==> config.mk <==
export PLATFORM = sky130hd
export DESIGN_NAME = pmpc_region
export DESIGN_NICKNAME = d
export VERILOG_FILES = /design/src/rtl/pmpc_pkg.sv /design/src/rtl/pmpc_region.sv
export SDC_FILE = /design/constraint.sdc
export NUM_CORES = 1
export LEC_CHECK = 0
export BUFFER_PORTS_ARGS = -buffer_cell sky130_fd_sc_hd__buf_2
export CAP_MARGIN = 25
export CORE_UTILIZATION = 30
export DETAILED_ROUTE_END_ITERATION = 8
export PLACE_DENSITY = 0.67
export SLEW_MARGIN = 0
export SYNTH_ARGS = -nofsm -noshare
export SYNTH_HDL_FRONTEND = slang
export SYNTH_SLANG_ARGS = --single-unit
==> constraint.sdc <==
create_clock -name vclk -period 2.8
set_input_delay 0.14 -clock vclk [all_inputs]
set_output_delay 0.14 -clock vclk [all_outputs]
set_load 0.02 [all_outputs]
==> src/rtl/pmpc_pkg.sv <==
package pmpc_pkg;

  typedef enum logic [1:0] {
    SHAPE_OFF   = 2'd0,
    SHAPE_TOR   = 2'd1,
    SHAPE_WORD  = 2'd2,
    SHAPE_BLOCK = 2'd3
  } shape_e;

  localparam int BIT_RD   = 0;
  localparam int BIT_WR   = 1;
  localparam int BIT_EX   = 2;
  localparam int BIT_LOCK = 7;

  localparam logic [2:0] P_NONE = 3'b000;
  localparam logic [2:0] P_R    = 3'b001;
  localparam logic [2:0] P_RW   = 3'b011;
  localparam logic [2:0] P_X    = 3'b100;
  localparam logic [2:0] P_RX   = 3'b101;
  localparam logic [2:0] P_RWX  = 3'b111;

  // lockdown mapping, index = {lock, read, write, execute}
  function automatic logic [2:0] lockdown_map(input logic [3:0] idx, input logic mmode);
    logic [2:0] res;
    res = P_NONE;
    if (mmode) begin
      case (idx)
        4'd2, 4'd3, 4'd14: res = P_RW;
        4'd9, 4'd10:       res = P_X;
        4'd11, 4'd13:      res = P_RX;
        4'd12, 4'd15:      res = P_R;
        default:           res = P_NONE;
      endcase
    end else begin
      case (idx)
        4'd1, 4'd10, 4'd11: res = P_X;
        4'd2, 4'd4, 4'd15:  res = P_R;
        4'd3, 4'd6:         res = P_RW;
        4'd5:               res = P_RX;
        4'd7:               res = P_RWX;
        default:            res = P_NONE;
      endcase
    end
    return res;
  endfunction

endpackage

==> src/rtl/pmpc_region.sv <==
module pmpc_region
  import pmpc_pkg::*;
#(
  parameter int AW = 32
) (
  input  logic [1:0]    shape,
  input  logic [AW-3:0] prev_addr,
  input  logic [AW-3:0] this_addr,
  output logic [AW-1:0] lo,
  output logic [AW-1:0] hi
);
  logic [AW-1:0] ones_ext;
  logic [AW-1:0] ones_inc;
  logic [AW-1:0] base;

  assign ones_ext = {this_addr, 2'b11};
  assign ones_inc = ones_ext + {{(AW-1){1'b0}}, 1'b1};
  assign base     = {this_addr, 2'b00};

  always_comb begin
    lo = '0;
    hi = '0;
    case (shape_e'(shape))
      SHAPE_TOR: begin
        lo = {prev_addr, 2'b00};
        hi = base - {{(AW-1){1'b0}}, 1'b1};
      end
      SHAPE_WORD: begin
        lo = base;
        hi = base | {{(AW-2){1'b0}}, 2'b11};
      end
      SHAPE_BLOCK: begin
        lo = ones_ext & ones_inc;
        hi = ones_ext | ones_inc;
      end
      default: begin
        lo = '0;
        hi = '0;
      end
    endcase
  end
endmodule

# Word level (Yosys, flattened, before mapping)
# Cells that the tools add are included.
# word_totals
register_bits	0
output_inout_bits	64
word_cells	9
# classes
n_addsub	2
n_eq_ne	3
mux	2
bitwise	2
# op_table
cell	n
$pmux 32 s3	2
$add 32x1->32 const B	1
$and 32x32->32	1
$or 32x32->32	1
$sub 32x1->32 const B	1
$eq 2x2->1 const B	2
$eq 2x1->1 const B	1

# Depth between registers and ports, before layout
# Gate-level depths: netlist (run 1).
# depth
ltp_word	3
mapped_depth	8
ltp_nobuf	7

# Worst setup path before layout (run 1)
# OpenSTA, ideal clock, no wires.
# synth_timing
path_kind	input to output
startpoint	in this_addr[3]
endpoint	out hi[25]
t_arrival_ns	2.014
required_ns	2.660
setup_slack_ns	0.646
stages	8
cell_sequence	buf_2 or4_4 buf_6 nor4_4 buf_2 and2_1 a31oi_1 a21oi_1
# synth_between
elab_chain_cells	3
# synth_lines
item	line_no	rtl
start, declared	pmpc_region.sv:8	input logic [AW-3:0] this_addr,
$add 32x1->32	pmpc_region.sv:17	assign ones_inc = ones_ext + {{(AW-1){1'b0}}, 1'b1};
$or 32x32->32	pmpc_region.sv:34	hi = ones_ext | ones_inc;
$pmux 32 s3 *	pmpc_region.sv:23	case (shape_e'(shape))
end, declared	pmpc_region.sv:10	output logic [AW-1:0] hi
# Mark *: on every way between the ends. The rest lies on a longest branch, timed or not.

# Worst setup path after layout (run 1)
# layout_timing
startpoint	in this_addr[6]
endpoint	out hi[31]
# Same word-level chain as after synthesis.

==> impl_metrics.py, run 1 <==
metrics = {
    "worst_setup_path": {
        "cp_top_family": "simple AND/OR/NAND/NOR gates",
        "cp_slowest_cell": "or4_1",
        "critPathMaxStageDelay_ps": 600,
        "crit_buf_inv": 2,
        "startpoint_type": "input port",
        "worst_setup_path_end_kind": "output pin",
        "crit_path_cell_trace": "buf_2 > or4_1 > nor4_4 > nand4_1 > mux2_1 > a221o_1 > buf_2",
        "crit_arrival_ps": 2160,
        "crit_type": "input port to output pin",
        "worst_path_most_repeated_cell": "buf_2",
        "cp_max_fo": 11,
        "cp.required_ps": 2660,
    },
    "place": {
        "hpwlAfterDp_mm": 5.35,
        "portBuffers": 124,
        "dpl_worst_slack_ps": 497,
        "gp_congestion": 0.866,
        "dp_cells": 489,
        "dpl_cell_area_mm2": 0.00249,
    },
    "logic_synthesis": {
        "synth_cell_types": 51,
        "ys_seq_area_frac": 0,
        "synth.top_cell.area_share": 0.0908,
        "yosysTopAreaCell": "a32o_1",
        "syn_avg_cell_area_um2": 5.80,
        "synthTopCellsByArea": "a32o_1 (9.1%), nand2_1 (8.4%), o21ai_0 (6.9%)",
        "netlist_instances": 323,
        "synth.most_common_cell": "nand2_1",
        "synthesis.area_mm2": 0.00187,
        "synthTopCellsByCount": "nand2_1 (42), clkbuf_1 (32), nor2_1 (28), o21ai_0 (26), nand3_1 (20)",
        "yosys_warnings": 0,
    },
    "sta": {
        "setup_tns_ps": 0,
        "slew_viol_final": 0,
        "slew_headroom": 0.592,
        "rsz0062_at_grt": "no",
        "fin_crit_sh": 0.821,
        "worst_slack_ps": 501,
        "finalCriticalPeriod_ps": 2300,
        "setup_viol": 0,
        "clock.fmax_mhz": 435,
        "hold_viol": 0,
        "worst_slew_pin_slew_ps": 607,
    },
    "global_routing": {
        "grt.total_usage": 0.210,
        "first_global_vias": 2447,
        "grt_max_degree": 36,
        "overflow": 0,
        "grt_pass1_wl_mm": 11.4,
        "antenna_found_initial": 0,
    },
    "route": {
        "vias": 2839,
        "first_iter_violations": 143,
        "drc": 0,
        "dr.pass1.iters": 5,
        "viasPerCell": 5.81,
        "drt_wl_total_mm": 7.15,
        "ant_nets": 0,
        "drt-wirelength-per-cell_um": 14.6,
    },
    "power_and_ir_drop": {
        "ir_worst_vdd_v": 0.0000689,
        "p_per_area_mw_per_mm2": 163,
        "p_leak_nw": 1.11,
    },
    "cells_and_area": {
        "multiInputGateArea_mm2": 0.00167,
        "design.seq.count": 0,
        "design_area_mm2": 0.00249,
        "seq_area_um2": 0,
        "drive_above_1_share": 0.338,
        "nClkBuffers": 0,
        "diodes": 0,
        "nFillCells": 658,
        "fin_cells": 489,
        "area_delta_synth_final_pct": 32.7,
        "num-nets-final": 481,
    },
    "outcome": {
        "outcome": "finished, final reports clean",
    },
    "die": {
        "ioPinCount": 126,
        "fp.dieW_um": 81.0,
        "die_area_mm2": 0.00657,
        "core_mm2": 0.00599,
        "die_h_um": 81.0,
        "num_rows": 28,
        "initial_core_util": 0.313,
    },
    "run": {
        "drv_cap": 0,
    },
    "clock_network": {
        "post_cts_buffers": 0,
        "cts-resized-gates": 0,
        "hold_buffers": 0,
    },
    "hold_path": {
        "min_to": "lo[23]",
        "hp-class": "input port to output pin",
        "min_path_cells": 4,
        "worstHoldStart": "prev_addr[21]",
    },
}
cell families (layout without fill, tap and decap cells):
family / after synthesis / in the layout / share of synthesized area
muxes: 10 / 10 / 0.0541
other: 1 / 2 / 0.00200
AOI/OAI and AO/OA: 102 / 102 / 0.381
and+or+nand+nor: 155 / 155 / 0.426
adders and majority gates: 3 / 3 / 0.0200
buffers and inverters: 52 / 142 / 0.117
metal layers:
metal | GRT usage | vias to the layer above | share of wire
met3 | 0.0112 | 2 | 0.075
met4 | 0.0214 | 0 | 0.0021
met1 | 0.282 | 1275 | 0.43
met5 | 0 | - | 0
li1 | - | 1410 | -
met2 | 0.378 | 152 | 0.49
per-stage QoR:
stage               power (W)  hold slack, ps  utilization
floorplan            0.000264             463            -
global placement     0.000400             599        0.415
detailed placement   0.000404             598        0.415
CTS                  0.000406             599        0.415
global route         0.000442             618        0.415
finish               0.000406             596        0.415
cell usage in the layout (no fill, tap or decap), types with 9 or more instances in the layout:
cell type	Yosys	routed
nor3_1	13	13
a32o_1	17	17
nand4_1	14	14
mux2i_1	9	9
nand2_1	42	42
a21oi_1	18	18
nor2_1	28	27
o21ai_0	26	26
buf_4	3	10
buf_2	4	124
nand3_1	20	20
where the power goes:
group	switching (W)	internal, W	total (W)	leakage [nW]
Clock	0	0	0	0
Sequential	0	0	0	0
Combinational	0.000261	0.000145	0.000406	1.11
Total	0.000261	0.000145	0.000406	1.11
final cells by class:
| cell class | count | area share |
|---|---|---|
| multi-input combinational | 272 | 0.671 |
| timing repair buffer | 134 | 0.280 |
| tap | 75 | 0.0377 |
| inverter | 8 | 0.0121 |
worst max-delay path by stage:
stage / startpoint / end / slack (ps) / cells past startpoint
finish: this_addr[6] / hi[31] / 500 / 7
global route: this_addr[6] / hi[31] / 400 / 7
CTS: this_addr[6] / hi[31] / 490 / 7
detailed placement: this_addr[6] / hi[31] / 500 / 7
global placement: this_addr[6] / hi[31] / 500 / 7
floorplan: this_addr[3] / hi[25] / 650 / 8
Power figures use the tool's default switching activity.
==> inputs of run 2 (changes only) <==
Clock period 2.8 ns to 2.3 ns, I/O delays scaled along.
==> impl_metrics.py, run 2 (same netlist as run 1, synthesis figures left out) <==
metrics = {
    "worst_setup_path": {
        "endpoint": "hi[31]",
        "worst_setup_path_end_kind": "output pin",
        "crit_arrival_ps": 2080,
        "worst_path_most_repeated_cell": "buf_2",
        "crit_path_cell_trace": "buf_2 > or4_1 > nor4_4 > nand4_1 > mux2_1 > a221o_1 > buf_2",
        "crit_buf_inv": 2,
        "cp_slowest_cell": "or4_1",
        "cp-startpoint": "this_addr[8]",
        "cp_max_fo": 3,
        "critPathMaxStageDelay_ps": 600,
        "startpoint_type": "input port",
        "cp_top_family": "simple AND/OR/NAND/NOR gates",
        "cp.required_ps": 2180,
        "worst-path-stages": 7,
        "crit_type": "input port to output pin",
    },
    "global_routing": {
        "antenna_found_initial": 0,
        "overflow": 0,
        "grt_max_degree": 24,
        "grt_pass1_wl_mm": 11.7,
        "first_global_vias": 2551,
        "grt.total_usage": 0.219,
    },
    "power_and_ir_drop": {
        "ir_worst_vdd_v": 0.0000873,
        "finalPower_w": 0.000526,
        "p_per_area_mw_per_mm2": 197,
        "p_leak_nw": 1.22,
    },
    "cells_and_area": {
        "drive_above_1_share": 0.374,
        "area_delta_synth_final_pct": 42.1,
        "diodes": 0,
        "fin_cells": 511,
        "final_cell_mix": "buf_2 (124), nand2_1 (42), buf_4 (32)",
        "num-nets-final": 503,
        "design.seq.count": 0,
        "seq_area_um2": 0,
        "nClkBuffers": 0,
        "final_common_cell": "buf_2",
        "nFillCells": 644,
    },
    "die": {
        "die_area_mm2": 0.00657,
        "num_rows": 28,
        "initial_core_util": 0.313,
        "fp.dieW_um": 81.0,
        "core_mm2": 0.00599,
        "die_h_um": 81.0,
        "ioPinCount": 126,
    },
    "run": {
        "drv_cap": 0,
    },
    "sta": {
        "worst_slack_ps": 102,
        "slew_viol_final": 0,
        "setup_viol": 0,
        "setup_tns_ps": 0,
        "hold_viol": 0,
        "clock.fmax_mhz": 455,
        "fin_crit_sh": 0.956,
        "timing.hold.ws_ps": 548,
        "rsz0062_at_grt": "no",
        "finalCriticalPeriod_ps": 2200,
    },
    "place": {
        "dpl_worst_slack_ps": 78.3,
        "hpwlAfterDp_mm": 5.79,
        "dp_cells": 511,
        "gp_congestion": 0.882,
        "portBuffers": 124,
    },
    "route": {
        "vias": 2999,
        "drc": 0,
        "drt-wirelength-per-cell_um": 14.8,
        "ant_nets": 0,
        "first_iter_violations": 167,
        "dr.pass1.iters": 4,
        "drt_wl_total_mm": 7.58,
        "viasPerCell": 5.87,
    },
    "clock_network": {
        "hold_buffers": 0,
    },
    "hold_path": {
        "hp-class": "input port to output pin",
    },
    "outcome": {
        "outcome": "finished, final reports clean",
    },
}
==> run 2: changes by cell type in the layout (fill, tap and decap cells not counted), sizes merged <==
cell and change:
buf +22
==> run 2: worst min path at each step <==
stage                  startpoint      to  slack, ps  depth (start not counted)
finish              prev_addr[14]  lo[16]        550                          4
global route        prev_addr[21]  lo[23]        580                          4
CTS                  prev_addr[0]   lo[2]        550                          4
detailed placement  prev_addr[11]  lo[13]        550                          4
global placement    prev_addr[21]  lo[23]        550                          4
floorplan            prev_addr[9]  lo[11]        410                          2
==> run 2: timing repair <==
action,4_1_cts,5_1_grt
gates resized for setup,0,2
setup endpoints to repair,0,1
setup buffers,0,0
hold endpoints to repair,0,0
==> run 2: report_power, final <==
group          switching (W)  internal (W)  total [W]
registers                  0             0          0
clock network              0             0          0
logic               0.000326      0.000200   0.000526
total               0.000326      0.000200   0.000526
==> run 2: worst min-delay path, stage by stage <==
cell and delay (ps):
buf_2 80, nand2_1 30, o21ai_0 50, buf_2 160
==> run 2: cell type report <==
cell class,instances,area [µm²],share of cell area
Timing Repair Buffer,156,861,0.323
Multi-Input combinational cell,272,1680,0.630
Inverter,8,30.0,0.0113
Tap cell,75,93.8,0.0352
==> run 2: layer usage <==
| layer | up-vias | global-route usage | wire [µm] |
|---|---|---|---|
| met4 | 0 | 0.0357 | 96 |
| met5 | - | 0 | 0 |
| li1 | 1465 | - | - |
| met3 | 12 | 0.0112 | 484 |
| met1 | 1383 | 0.281 | 3350 |
| met2 | 139 | 0.404 | 3650 |
==> run 2: per-stage QoR <==
step | utilization | area (µm²)
finish | 0.445 | 2660
global route | 0.445 | 2660
CTS | 0.443 | 2650
detailed placement | 0.443 | 2650
global placement | 0.443 | 2650
floorplan | - | 1880
